**src/rtl/flash_seq_pkg.sv**
```systemverilog
package flash_seq_pkg;

  localparam int unsigned FRAME_MAX = 3;
  localparam int unsigned LEN_W     = 2;

  localparam logic [7:0] OPC_RD_CFG    = 8'h35;
  localparam logic [7:0] OPC_RD_STS    = 8'h05;
  localparam logic [7:0] OPC_WR_EN     = 8'h06;
  localparam logic [7:0] OPC_WR_REG    = 8'h01;
  localparam logic [7:0] OPC_ERASE_ALL = 8'h60;

  localparam int unsigned CFG_QUAD_BIT = 1;
  localparam int unsigned STS_BUSY_BIT = 0;

  typedef logic [FRAME_MAX-1:0][7:0] frame_t;

  typedef enum logic [1:0] {FR_IDLE, FR_LEAD, FR_XFER, FR_GAP} fr_state_e;

  typedef enum logic [3:0] {
    SQ_IDLE, SQ_RD_CFG, SQ_RD_STS, SQ_WR_EN,
    SQ_WR_REG, SQ_ERASE, SQ_POLL, SQ_VERIFY
  } sq_state_e;

  typedef enum logic {OP_QUAD = 1'b0, OP_ERASE = 1'b1} op_e;

endpackage

```
**src/rtl/spi_byte_shifter.sv**
```systemverilog
module spi_byte_shifter #(
  parameter int unsigned HALF_DIV = 4
) (
  input  logic       clk_i,
  input  logic       rst_ni,
  input  logic       start_i,
  input  logic [7:0] tx_i,
  input  logic       miso_i,
  output logic       sclk_o,
  output logic       mosi_o,
  output logic       busy_o,
  output logic       done_o,
  output logic [7:0] rx_o
);

  localparam int unsigned DIV_W = (HALF_DIV > 1) ? $clog2(HALF_DIV) : 1;
  localparam logic [DIV_W-1:0] DIV_LAST = DIV_W'(HALF_DIV - 1);

  logic [DIV_W-1:0] div_q;
  logic [3:0]       bit_q;
  logic [7:0]       tx_q, rx_q;
  logic             sclk_q, busy_q, done_q;

  always_ff @(posedge clk_i or negedge rst_ni) begin
    if (!rst_ni) begin
      div_q  <= '0;
      bit_q  <= '0;
      tx_q   <= '0;
      rx_q   <= '0;
      sclk_q <= 1'b1;
      busy_q <= 1'b0;
      done_q <= 1'b0;
    end else begin
      done_q <= 1'b0;
      if (!busy_q) begin
        if (start_i) begin
          busy_q <= 1'b1;
          tx_q   <= tx_i;
          div_q  <= '0;
          bit_q  <= '0;
        end
      end else if (div_q == DIV_LAST) begin
        div_q <= '0;
        if (sclk_q) begin
          // falling edge: next bit goes out, first bit is already on the line
          sclk_q <= 1'b0;
          if (bit_q != 4'd0) tx_q <= {tx_q[6:0], 1'b0};
        end else begin
          sclk_q <= 1'b1;
          rx_q   <= {rx_q[6:0], miso_i};
          bit_q  <= bit_q + 4'd1;
          if (bit_q == 4'd7) begin
            busy_q <= 1'b0;
            done_q <= 1'b1;
          end
        end
      end else begin
        div_q <= div_q + 1'b1;
      end
    end
  end

  assign sclk_o = sclk_q;
  assign mosi_o = tx_q[7];
  assign busy_o = busy_q;
  assign done_o = done_q;
  assign rx_o   = rx_q;

endmodule

```
**src/rtl/spi_frame_engine.sv**
```systemverilog
module spi_frame_engine
  import flash_seq_pkg::*;
#(
  parameter int unsigned HALF_DIV = 4,
  parameter int unsigned GAP_CYC  = 2
) (
  input  logic             clk_i,
  input  logic             rst_ni,
  input  logic             start_i,
  input  logic [LEN_W-1:0] len_i,
  input  frame_t           tx_i,
  output logic             busy_o,
  output logic             done_o,
  output logic [7:0]       rx_o,
  output logic             cs_no,
  output logic             sclk_o,
  output logic             mosi_o,
  input  logic             miso_i
);

  localparam int unsigned GAP_W = (GAP_CYC > 1) ? $clog2(GAP_CYC) : 1;
  localparam logic [GAP_W-1:0] GAP_LAST = GAP_W'(GAP_CYC - 1);

  fr_state_e        state_q;
  frame_t           tx_q;
  logic [LEN_W-1:0] len_q, idx_q;
  logic [GAP_W-1:0] gap_q;
  logic [7:0]       rx_q;
  logic             cs_q, done_q;

  logic       sh_start, sh_busy, sh_done;
  logic [7:0] sh_rx;

  assign sh_start = (state_q == FR_LEAD);

  spi_byte_shifter #(.HALF_DIV(HALF_DIV)) u_shift (
    .clk_i   (clk_i),
    .rst_ni  (rst_ni),
    .start_i (sh_start),
    .tx_i    (tx_q[idx_q]),
    .miso_i  (miso_i),
    .sclk_o  (sclk_o),
    .mosi_o  (mosi_o),
    .busy_o  (sh_busy),
    .done_o  (sh_done),
    .rx_o    (sh_rx)
  );

  always_ff @(posedge clk_i or negedge rst_ni) begin
    if (!rst_ni) begin
      state_q <= FR_IDLE;
      tx_q    <= '0;
      len_q   <= '0;
      idx_q   <= '0;
      gap_q   <= '0;
      rx_q    <= '0;
      cs_q    <= 1'b1;
      done_q  <= 1'b0;
    end else begin
      done_q <= 1'b0;
      case (state_q)
        FR_IDLE: if (start_i) begin
          tx_q    <= tx_i;
          len_q   <= len_i;
          idx_q   <= '0;
          cs_q    <= 1'b0;
          state_q <= FR_LEAD;
        end
        FR_LEAD: state_q <= FR_XFER;
        FR_XFER: if (sh_done && !sh_busy) begin
          rx_q <= sh_rx;
          if (idx_q == len_q - 1'b1) begin
            cs_q    <= 1'b1;
            gap_q   <= '0;
            state_q <= FR_GAP;
          end else begin
            idx_q   <= idx_q + 1'b1;
            state_q <= FR_LEAD;
          end
        end
        FR_GAP: begin
          if (gap_q == GAP_LAST) begin
            done_q  <= 1'b1;
            state_q <= FR_IDLE;
          end else begin
            gap_q <= gap_q + 1'b1;
          end
        end
        default: state_q <= FR_IDLE;
      endcase
    end
  end

  assign busy_o = (state_q != FR_IDLE);
  assign done_o = done_q;
  assign rx_o   = rx_q;
  assign cs_no  = cs_q;

endmodule

```
**src/rtl/flash_op_seq.sv**
```systemverilog
module flash_op_seq
  import flash_seq_pkg::*;
#(
  parameter int unsigned MAX_POLLS = 1000
) (
  input  logic             clk_i,
  input  logic             rst_ni,
  input  logic             start_i,
  input  logic             op_i,
  output logic             fr_start_o,
  output logic [LEN_W-1:0] fr_len_o,
  output frame_t           fr_tx_o,
  input  logic             fr_done_i,
  input  logic [7:0]       fr_rx_i,
  output logic             busy_o,
  output logic             done_o,
  output logic             error_o,
  output logic [7:0]       status_o,
  output logic [7:0]       config_o
);

  localparam int unsigned PW = $clog2(MAX_POLLS + 1);
  localparam logic [PW-1:0] POLL_LAST = PW'(MAX_POLLS - 1);

  sq_state_e     state_q;
  op_e           op_q;
  logic          pend_q, fr_start_q, done_q, err_q;
  logic [7:0]    sts_q, cfg_q;
  logic [PW-1:0] poll_q;

  // frame contents follow the state; the engine latches them at its start
  always_comb begin
    fr_len_o = '0;
    fr_tx_o  = '0;
    case (state_q)
      SQ_RD_CFG, SQ_VERIFY: begin fr_len_o = 2'd2; fr_tx_o[0] = OPC_RD_CFG; end
      SQ_RD_STS, SQ_POLL:   begin fr_len_o = 2'd2; fr_tx_o[0] = OPC_RD_STS; end
      SQ_WR_EN:             begin fr_len_o = 2'd1; fr_tx_o[0] = OPC_WR_EN; end
      SQ_ERASE:             begin fr_len_o = 2'd1; fr_tx_o[0] = OPC_ERASE_ALL; end
      SQ_WR_REG: begin
        fr_len_o   = 2'd3;
        fr_tx_o[0] = OPC_WR_REG;
        fr_tx_o[1] = sts_q;
        fr_tx_o[2] = cfg_q | (8'd1 << CFG_QUAD_BIT);
      end
      default: ;
    endcase
  end

  always_ff @(posedge clk_i or negedge rst_ni) begin
    if (!rst_ni) begin
      state_q    <= SQ_IDLE;
      op_q       <= OP_QUAD;
      pend_q     <= 1'b0;
      fr_start_q <= 1'b0;
      done_q     <= 1'b0;
      err_q      <= 1'b0;
      sts_q      <= '0;
      cfg_q      <= '0;
      poll_q     <= '0;
    end else begin
      done_q     <= 1'b0;
      fr_start_q <= 1'b0;
      if (state_q == SQ_IDLE) begin
        if (start_i) begin
          op_q    <= op_e'(op_i);
          err_q   <= 1'b0;
          pend_q  <= 1'b0;
          state_q <= SQ_RD_CFG;
        end
      end else if (!pend_q) begin
        fr_start_q <= 1'b1;
        pend_q     <= 1'b1;
      end else if (fr_done_i) begin
        pend_q <= 1'b0;
        case (state_q)
          SQ_RD_CFG: begin
            cfg_q <= fr_rx_i;
            if (fr_rx_i[7:6] != 2'b00) begin
              state_q <= SQ_IDLE; done_q <= 1'b1; err_q <= 1'b1;
            end else if (op_q == OP_ERASE) begin
              state_q <= SQ_WR_EN;
            end else if (fr_rx_i[CFG_QUAD_BIT]) begin
              state_q <= SQ_IDLE; done_q <= 1'b1; err_q <= 1'b0;
            end else begin
              state_q <= SQ_RD_STS;
            end
          end
          SQ_RD_STS: begin
            sts_q   <= fr_rx_i;
            state_q <= SQ_WR_EN;
          end
          SQ_WR_EN: state_q <= (op_q == OP_ERASE) ? SQ_ERASE : SQ_WR_REG;
          SQ_WR_REG, SQ_ERASE: begin
            poll_q  <= '0;
            state_q <= SQ_POLL;
          end
          SQ_POLL: begin
            sts_q <= fr_rx_i;
            if (!fr_rx_i[STS_BUSY_BIT]) begin
              if (op_q == OP_QUAD) begin
                state_q <= SQ_VERIFY;
              end else begin
                state_q <= SQ_IDLE; done_q <= 1'b1; err_q <= 1'b0;
              end
            end else if (poll_q == POLL_LAST) begin
              state_q <= SQ_IDLE; done_q <= 1'b1; err_q <= 1'b1;
            end else begin
              poll_q <= poll_q + 1'b1;
            end
          end
          SQ_VERIFY: begin
            cfg_q   <= fr_rx_i;
            state_q <= SQ_IDLE;
            done_q  <= 1'b1;
            err_q   <= ~fr_rx_i[CFG_QUAD_BIT];
          end
          default: state_q <= SQ_IDLE;
        endcase
      end
    end
  end

  assign fr_start_o = fr_start_q;
  assign busy_o     = (state_q != SQ_IDLE);
  assign done_o     = done_q;
  assign error_o    = err_q;
  assign status_o   = sts_q;
  assign config_o   = cfg_q;

endmodule

```
**src/rtl/flash_cfg_seq.sv**
```systemverilog
module flash_cfg_seq
  import flash_seq_pkg::*;
#(
  parameter int unsigned HALF_DIV  = 4,
  parameter int unsigned GAP_CYC   = 2,
  parameter int unsigned MAX_POLLS = 1000
) (
  input  logic       clk_i,
  input  logic       rst_ni,
  input  logic       start_i,
  input  logic       op_i,
  output logic       busy_o,
  output logic       done_o,
  output logic       error_o,
  output logic [7:0] status_o,
  output logic [7:0] config_o,
  output logic       sclk_o,
  output logic       cs_no,
  output logic       mosi_o,
  input  logic       miso_i
);

  logic             fr_start, fr_busy, fr_done;
  logic [LEN_W-1:0] fr_len;
  frame_t           fr_tx;
  logic [7:0]       fr_rx;

  flash_op_seq #(.MAX_POLLS(MAX_POLLS)) u_seq (
    .clk_i      (clk_i),
    .rst_ni     (rst_ni),
    .start_i    (start_i),
    .op_i       (op_i),
    .fr_start_o (fr_start),
    .fr_len_o   (fr_len),
    .fr_tx_o    (fr_tx),
    .fr_done_i  (fr_done && !fr_busy),
    .fr_rx_i    (fr_rx),
    .busy_o     (busy_o),
    .done_o     (done_o),
    .error_o    (error_o),
    .status_o   (status_o),
    .config_o   (config_o)
  );

  spi_frame_engine #(.HALF_DIV(HALF_DIV), .GAP_CYC(GAP_CYC)) u_frame (
    .clk_i   (clk_i),
    .rst_ni  (rst_ni),
    .start_i (fr_start),
    .len_i   (fr_len),
    .tx_i    (fr_tx),
    .busy_o  (fr_busy),
    .done_o  (fr_done),
    .rx_o    (fr_rx),
    .cs_no   (cs_no),
    .sclk_o  (sclk_o),
    .mosi_o  (mosi_o),
    .miso_i  (miso_i)
  );

endmodule

```
**config.mk**
```make
export PLATFORM = sky130hd
export DESIGN_NAME = flash_cfg_seq
export DESIGN_NICKNAME = d
export VERILOG_FILES = /design/src/rtl/flash_seq_pkg.sv /design/src/rtl/spi_byte_shifter.sv /design/src/rtl/spi_frame_engine.sv /design/src/rtl/flash_op_seq.sv /design/src/rtl/flash_cfg_seq.sv
export SDC_FILE = /design/constraint.sdc
export NUM_CORES = 1
export LEC_CHECK = 0
export BUFFER_PORTS_ARGS = -buffer_cell sky130_fd_sc_hd__buf_2
export CAP_MARGIN = 30
export CELL_PAD_IN_SITES_DETAIL_PLACEMENT = 1
export CELL_PAD_IN_SITES_GLOBAL_PLACEMENT = 2
export CORE_ASPECT_RATIO = 0.9
export CORE_MARGIN = 3
export CORE_UTILIZATION = 40
export DETAILED_ROUTE_END_ITERATION = 10
export HOLD_SLACK_MARGIN = 0.03
export PLACE_DENSITY_LB_ADDON = 0.1
export SLEW_MARGIN = 5
export SYNTH_ARGS = -nofsm -noshare
export SYNTH_HDL_FRONTEND = slang
export SYNTH_SLANG_ARGS = --single-unit
```
**constraint.sdc**
```tcl
create_clock -name clk_i -period 2.4 [get_ports clk_i]
set_input_delay 0.36 -clock clk_i [delete_from_list [all_inputs] [get_ports clk_i]]
set_output_delay 0.36 -clock clk_i [all_outputs]
set_load 0.01 [all_outputs]
```
==> summary.txt, run 1 <==
Finish
  – Share of post-route cells with drive strength above 1: 0.198
  – Fillers: 1207
  – Design area: 0.00529 mm2
  – Layout Utilization: 0.480
  – Nets: just under 500
  – Area of the multi-input gates: 0.00199 mm2
  – Register area: 0.00245 mm2
  – Antenna Cells: 0
  – Area Growth Syn to Fin: 15.2%

Min path
  – HP Start: miso_i
  – Worst Hold Class: input port to flip-flop

Synth
  – Ys Warns: 0
  – Area leader, netlist: dfrtp_1
  – Ys async rst share: 1.00
  – Total nets after synthesis: around 460
  – Share of the synthesized area in the top cell type: 0.523
  – Seq/Total Area, Yosys: 0.534
  – Synth Area per Inst: a little over 10 um2
  – Area contributors post-synth: dfrtp_1 52%, nand2_1 5.9%, mux2_2 5.4%, a22o_1 3.4%, o21ai_0 3.4%
  – EDFF count, synth: 0
  – Mapped Area: 0.00460 mm2
  – Post-Synthesis Cells: ~440
  – Top FF cell, synth: dfrtp_1
  – Commonest cells in the netlist: 96 x dfrtp_1, 72 x nand2_1, 31 x o21ai_0
  – Synth unique cells: about 60
  – Count leader, synth: dfrtp_1
  – Synthesized flop and latch total: 98

Detailed routing
  – Routed Antenna Nets: 0
  – First drt pass iteration count: 5
  – Via density per instance: ~5.5
  – Vias: ~3500
  – DRC viols: 0
  – Drt initial violations: ~190
  – Avg WL per Cell: around 18 um
  – Detailed Route WL: 11300 um

Critical path
  – Crit path largest cell delay: 0.41 ns
  – R2R setup slack: 0.26 ns
  – CP max FO: 7
  – Critical path data required time: approximately 2.6 ns
  – Critical Path Start Type: flip-flop
  – RR Startpoint: u_seq.state_q[1]
  – Critical Path AT: ~2.4 ns
  – Critical path class: flip-flop to flip-flop
  – Crit path capture type: flip-flop
  – CP Launch Point: u_seq.state_q[1]
  – Crit-path leading delay family: compound AO/OA/AOI/OAI gates
  – Crit-path cells: buf_4, nor3_2, nand2_1, a32oi_4, o211ai_1, a221o_1
  – Crit path buffers/inverters: 1
  – Worst path slowest cell: nor3_2

Floorplanning
  – Chip Width: between 100 and 150 um
  – Die Span Y: 108 um
  – Die area: 0.0128 mm2
  – Initial core utilization: 0.416
  – Core Area: approximately 0.011 mm2
  – Boundary pin count: 27
  – Rows: 36

Global route
  – Global-route wire length before repair: 19400 um
  – Largest net degree at the start of global routing: 48
  – Met2 usage: 0.284
  – Grt peak-use layer: met2
  – Antenna violations before repair: 0
  – Met3 usage: 0.0499
  – Gr usage total: 0.192
  – Met1 Use GR: 0.284
  – Total grt overflow: 0
  – Vias in the first global route: 3601

Placed design
  – Place WS: around 0.28 ns
  – Port bufs: 26
  – DP Area: 0.00499 mm2
  – Placer congestion estimate: around 0.86
  – Post-DP HPWL: approximately 8300 um

Pwr
  – PwrDens: just under 600 mW/mm2
  – Net Sw Frac: 0.215
  – Sw power: 676 uW
  – P_leak: roughly 2.5 nW
  – Worst VDD drop: approximately 0.00042 V
  – Clock Power Share: 0.461
  – P_int: roughly 2.5 mW
  – Flop pwr share: 0.525
  – Combinational power share: 0.014

Clock network
  – Worst-path clk slew: 0.07 ns
  – H-Tree Level Count: 3
  – CTS Buffer Depth: 2
  – Clk sinks: between 90 and 100
  – Root Driver: clkbuf_16
  – Num CTS Buffers: 9
  – CTS tree: yes
  – Skew-Pair Late Insertion Delay: about 0.35 ns

Timing
  – Worst slew pin tran: about 0.52 ns
  – Hold slack: ~0.2 ns
  – Setup Viol. Count Final: 0
  – Final hold viol count: 0
  – Fmax: between 400 and 500 MHz
  – RSZ-0062 raised after global routing: no
  – Final Skew: approximately 0.0056 ns
  – Worst Slack Setup Final: about 0.26 ns
  – Tcrit/Tclk final: 0.893
  – Max-slew violation count: 0
  – Post-Route Setup TNS: 0 ns
  – Slew headroom: 0.650
  – Fin crit period: ~2.1 ns

Job
  – Max Cap Viol: 0

Run status
  – Outcome: finished, final reports clean
==> stage by stage <==
stage               std cells  power, mW
CTS                       638       3.20
global route              638       3.28
detailed placement        621       1.73
global placement          621       1.73
floorplan                 443       1.68
finish                    638       3.15
==> worst reg2reg max path, stage by stage, from the launching register on <==
cell and delay [ns]:
dfrtp_1 0.39, buf_4 0.17, nor3_2 0.41, nand2_1 0.20, a32oi_4 0.33, o211ai_1 0.16
a221o_1 0.36
==> state kept, by name (all words and copies together) (netlist names), 2 cells and up <==
| signal | cells |
|---|---|
| u_frame.tx_q | 22 |
| u_seq.poll_q | 10 |
| u_frame.rx_o | 8 |
| u_frame.u_shift.rx_o | 8 |
| u_frame.u_shift.tx_q | 8 |
| u_seq.config_o | 8 |
| u_seq.status_o | 8 |
| u_frame.u_shift.bit_q | 4 |
| u_seq.state_q | 3 |
| u_frame.idx_q | 2 |
| u_frame.len_q | 2 |
| u_frame.state_q | 2 |
| u_frame.u_shift.div_q | 2 |
==> final timing paths <==
| kind | end | cells after the start |
|---|---|---|
| min in group asynchronous | u_seq.poll_q[5] | 2 |
| setup reg to reg | u_seq.state_q[1] | 6 |
| hold reg to reg | u_frame.u_shift.rx_o[7] | 2 |
| hold / removal | u_frame.u_shift.rx_o[0] | 3 |
| max in group asynchronous | u_frame.u_shift.sclk_o | 3 |
| setup / recovery | u_seq.state_q[1] | 6 |
==> kinds of logic after synthesis <==
family | share of synthesized area
AO/OA/AOI/OAI | 0.170
XOR/XNOR | 0.00572
adder cells (fa/ha/maj) | 0.0191
buffers and inverters | 0.0338
flip-flops | 0.534
multiplexers | 0.0760
AND/OR/NAND/NOR | 0.161
==> routing by layer <==
metal / vias to the layer above / wire length (um)
li1: 1676 / -
met3: 4 / 318
met5: - / 0
met1: 1768 / 6010
met2: 39 / 4940
met4: 0 / 31
==> area by class of cell <==
| cell class | count | area share |
|---|---|---|
| clock buffer | 10 | 0.0433 |
| clock inverter | 6 | 0.0128 |
| inverter | 16 | 0.0113 |
| multi-input combinational | 309 | 0.375 |
| sequential | 98 | 0.464 |
| tap | 152 | 0.0359 |
| timing repair buffer | 47 | 0.0577 |
==> layout by cell type, fill, tap and decap left out, drive strengths merged, types with 2 or more instances in the layout <==
cell type / count
a221o: 3
clkbuf: 10
or4: 3
a22oi: 2
nand2b: 5
nand3b: 3
nand2: 72
nand4: 6
a21boi: 2
or3: 2
and3: 3
o21ai: 34
mux2i: 9
a31o: 2
nor2: 27
clkinv: 3
a21oi: 24
dfstp: 2
nor2b: 3
ha: 7
inv: 16
a22o: 18
nor3b: 2
a31oi: 3
buf: 46
xor2: 3
a32oi: 2
nor3: 9
mux2: 23
o2bb2ai: 2
o211ai: 10
dfrtp: 96
clkinvlp: 2
nand3: 9
o31ai: 4
a21o: 2
==> repair_timing <==
action	4_1_cts	5_1_grt
hold endpoints to repair	33	0
resized for setup	0	0
hold buffers	1	0
setup buffers	0	0
==> power groups by stage <==
stage / registers [mW] / clock network [mW] / logic [mW]
finish: 1.65 / 1.45 / 0.0444
CTS: 1.65 / 1.50 / 0.0477
global route: 1.65 / 1.57 / 0.0525
floorplan: 1.68 / 0 / 0.000638
detailed placement: 1.68 / 0 / 0.0463
global placement: 1.68 / 0 / 0.0454
Note: power is estimated with default switching activity, not from simulation.
==> run 2: changes to the inputs <==
CORE_ASPECT_RATIO = unset   (was 0.9)
==> run 2 against run 1 <==
  * Critical path depth stayed put
  * Critical path type unchanged
  * Clock-buffer cell count stayed put
  * Register-to-register slack worse by 0.05 ns
  * Combinational power is 2% lower
  * Highest routed layer unchanged
  * Maximum frequency is 2.2% lower
  * Die area hardly changed
  * Worst setup slack worse by 0.048 ns
  * First-iteration DRC count is 37% lower
==> summary.txt, run 2 (synthesis gave the netlist of run 1 again) <==
Run status
  – Outcome: finished, final reports clean (unchanged)

Floorplanning
  – Chip Width: 113 um (was 119 um)
  – Die Span Y: 113 um (was 108 um)
  – Boundary pin count: 27 (unchanged)
  – Rows: 38 (was 36)
  – Core Area: 0.0110 mm2 (about the same)
  – Initial core utilization: 0.417 (was 0.416)
  – Die area: 0.0128 mm2 (about the same)

Detailed routing
  – Avg WL per Cell: 18.6 um (was 17.7 um)
  – Drt initial violations: 119 (was 189)
  – Vias: 3473 (was 3487)
  – DRC viols: 0 (unchanged)
  – Routed Antenna Nets: 0 (unchanged)
  – Detailed Route WL: 11600 um (was 11300 um)
  – First drt pass iteration count: 4 (was 5)
  – Via density per instance: 5.55 (was 5.47)

Clock network
  – Num CTS Buffers: 9 (unchanged)
  – CTS Buffer Depth: 2 (unchanged)
  – Skew-Pair Late Insertion Delay: 0.36 ns (was 0.35 ns)
  – Clk sinks: 98 (unchanged)
  – Root Driver: clkbuf_16 (unchanged)
  – Worst-path clk slew: 0.07 ns (about the same)
  – CTS tree: yes (unchanged)
  – Post-CTS Repair Setup Buffers: 0 (unchanged)
  – H-Tree Level Count: 3 (unchanged)

Pwr
  – Power consumption: 3.19 mW (was 3.15 mW)
  – Worst VDD drop: 0.000405 V (was 0.000423 V)
  – PwrDens: 605 mW/mm2 (was 594 mW/mm2)
  – P_leak: 2.53 nW (was 2.54 nW)

Finish
  – Area of the multi-input gates: 0.00199 mm2 (unchanged)
  – Max FFs per register: 22 (unchanged)
  – Most common cell after layout, fill and taps aside: dfrtp_1 (unchanged)
  – Top reg by flops: u_frame.tx_q (unchanged)
  – Area Growth Syn to Fin: 14.7% (was 15.2%)
  – Nets: 493 (unchanged)
  – Fillers: 1244 (was 1207)
  – Share of post-route cells with drive strength above 1: 0.198 (unchanged)
  – Most frequent cells in the layout: 96 x dfrtp_1, 72 x nand2_1, 31 x o21ai_0 (unchanged)
  – Register area: 0.00245 mm2 (unchanged)
  – Largest regs: u_frame.tx_q x22, u_seq.poll_q x10 (unchanged)
  – Antenna Cells: 0 (unchanged)
  – Fin cells: 626 (was 638)

Global route
  – Vias in the first global route: 3786 (was 3601)
  – Antenna violations before repair: 0 (unchanged)
  – Gr usage total: 0.198 (was 0.192)
  – Total grt overflow: 0 (unchanged)
  – Largest net degree at the start of global routing: 40 (was 48)
  – Global-route wire length before repair: 19900 um (was 19400 um)

Critical path
  – Crit-path cells: ha_1, inv_1, mux2i_1, nand3_1, or4_1, a21oi_1 (was buf_4, nor3_2, nand2_1, a32oi_4, o211ai_1, a221o_1)
  – Critical Path AT: 2.47 ns (was 2.38 ns)
  – Worst path slowest cell: or4_1 (was nor3_2)
  – Crit path largest cell delay: 0.58 ns (was 0.41 ns)
  – Critical path class: flip-flop to flip-flop (unchanged)
  – CP Launch Point: u_seq.state_q[2] (was u_seq.state_q[1])
  – Crit path capture type: flip-flop (unchanged)
  – CP max FO: 11 (was 7)
  – Worst setup endpoint: u_seq.poll_q[8] (was u_seq.state_q[1])
  – Cell depth of the worst flop-to-flop path: 6 (unchanged)
  – Critical Path Start Type: flip-flop (unchanged)
  – R2R setup slack: 0.21 ns (was 0.26 ns)
  – Reg-to-reg endpoint: u_seq.poll_q[8] (was u_seq.state_q[1])
  – RR Startpoint: u_seq.state_q[2] (was u_seq.state_q[1])
  – Critical path data required time: 2.68 ns (was 2.64 ns)

Timing
  – Worst Slack Setup Final: 0.210 ns (was 0.258 ns)
  – RSZ-0062 raised after global routing: no (unchanged)
  – Tcrit/Tclk final: 0.912 (was 0.893)
  – Worst slew pin tran: 0.537 ns (was 0.524 ns)
  – Final Skew: 0.00815 ns (was 0.00558 ns)
  – Post-Route Setup TNS: 0 ns (unchanged)
  – Setup Viol. Count Final: 0 (unchanged)
  – Slew headroom: 0.641 (was 0.650)
  – Fin crit period: 2.19 ns (was 2.14 ns)
  – Fmax: 457 MHz (was 467 MHz)
  – Max-slew violation count: 0 (unchanged)
  – Final hold viol count: 0 (unchanged)

Placed design
  – DP Cell Count: 609 (was 621)
  – Placer congestion estimate: 0.811 (was 0.856)
  – Post-DP HPWL: 8510 um (was 8290 um)
  – Port bufs: 26 (unchanged)
  – Place WS: 0.262 ns (was 0.279 ns)

Min path
  – Worst Hold Class: input port to flip-flop (unchanged)

Job
  – Max Cap Viol: 0 (unchanged)
==> run 2: area by class of cell <==
cell class,count,area share
clock inverters,6,0.0140
multi-input cells,309,0.377
repair buffers,47,0.0555
inverters,16,0.0114
well taps,140,0.0332
flip-flops and latches,98,0.466
clock buffers,10,0.0434
==> run 2: worst max-delay path, delay by kind of cell, from the launching register on <==
kind                       cells  cell delay (ns)
buffers and inverters          1             0.09
AOI/OAI and AO/OA              1             0.15
and+or+nand+nor                2             0.88
adders and majority gates      1             0.24
muxes                          1             0.20
DFF                            1             0.57
==> run 2: routing by layer <==
| layer | track usage | vias to the layer above | wire (um) |
|---|---|---|---|
| li1 | - | 1666 | - |
| met1 | 0.276 | 1755 | 5780 |
| met2 | 0.313 | 37 | 5340 |
| met3 | 0.0385 | 15 | 307 |
| met4 | 0.0633 | 0 | 189 |
| met5 | 0 | - | 0 |
==> run 2: where the power goes <==
group          internal [mW]  switching, mW  total (mW)  leakage [nW]
clock                  0.822          0.673        1.49         0.141
combinational        0.00852         0.0350      0.0435          1.05
sequential              1.65              0        1.65          1.34
==> run 2: timing repair <==
| action | CTS | global route |
|---|---|---|
| resized for setup | 0 | 0 |
| endpoints found under the hold margin | 35 | 0 |
| hold buffers | 1 | 0 |
==> run 2: worst min path at each step <==
| stage | from | to | slack, ns | cells past startpoint |
|---|---|---|---|---|
| final | miso_i | u_frame.u_shift.rx_o[0] | 0.20 | 3 |
| after global routing | miso_i | u_frame.u_shift.rx_o[0] | 0.22 | 3 |
| after CTS | miso_i | u_frame.u_shift.rx_o[0] | 0.19 | 3 |
| after detailed placement | rst_ni | u_frame.u_shift.tx_q[5] | 0.39 | 1 |
| after global placement | rst_ni | u_frame.done_o | 0.38 | 1 |
| after floorplan | rst_ni | u_frame.done_o | 0.06 | 0 |
==> run 2: stage by stage <==
stage	hold WS [ns]	util	cell area, um2
2_1_floorplan	0.0644	-	4600
3_3_place_gp	0.382	0.450	4960
3_5_place_dp	0.385	0.450	4960
4_1_cts	0.191	0.478	5270
5_1_grt	0.217	0.478	5270
6_report	0.196	0.478	5270
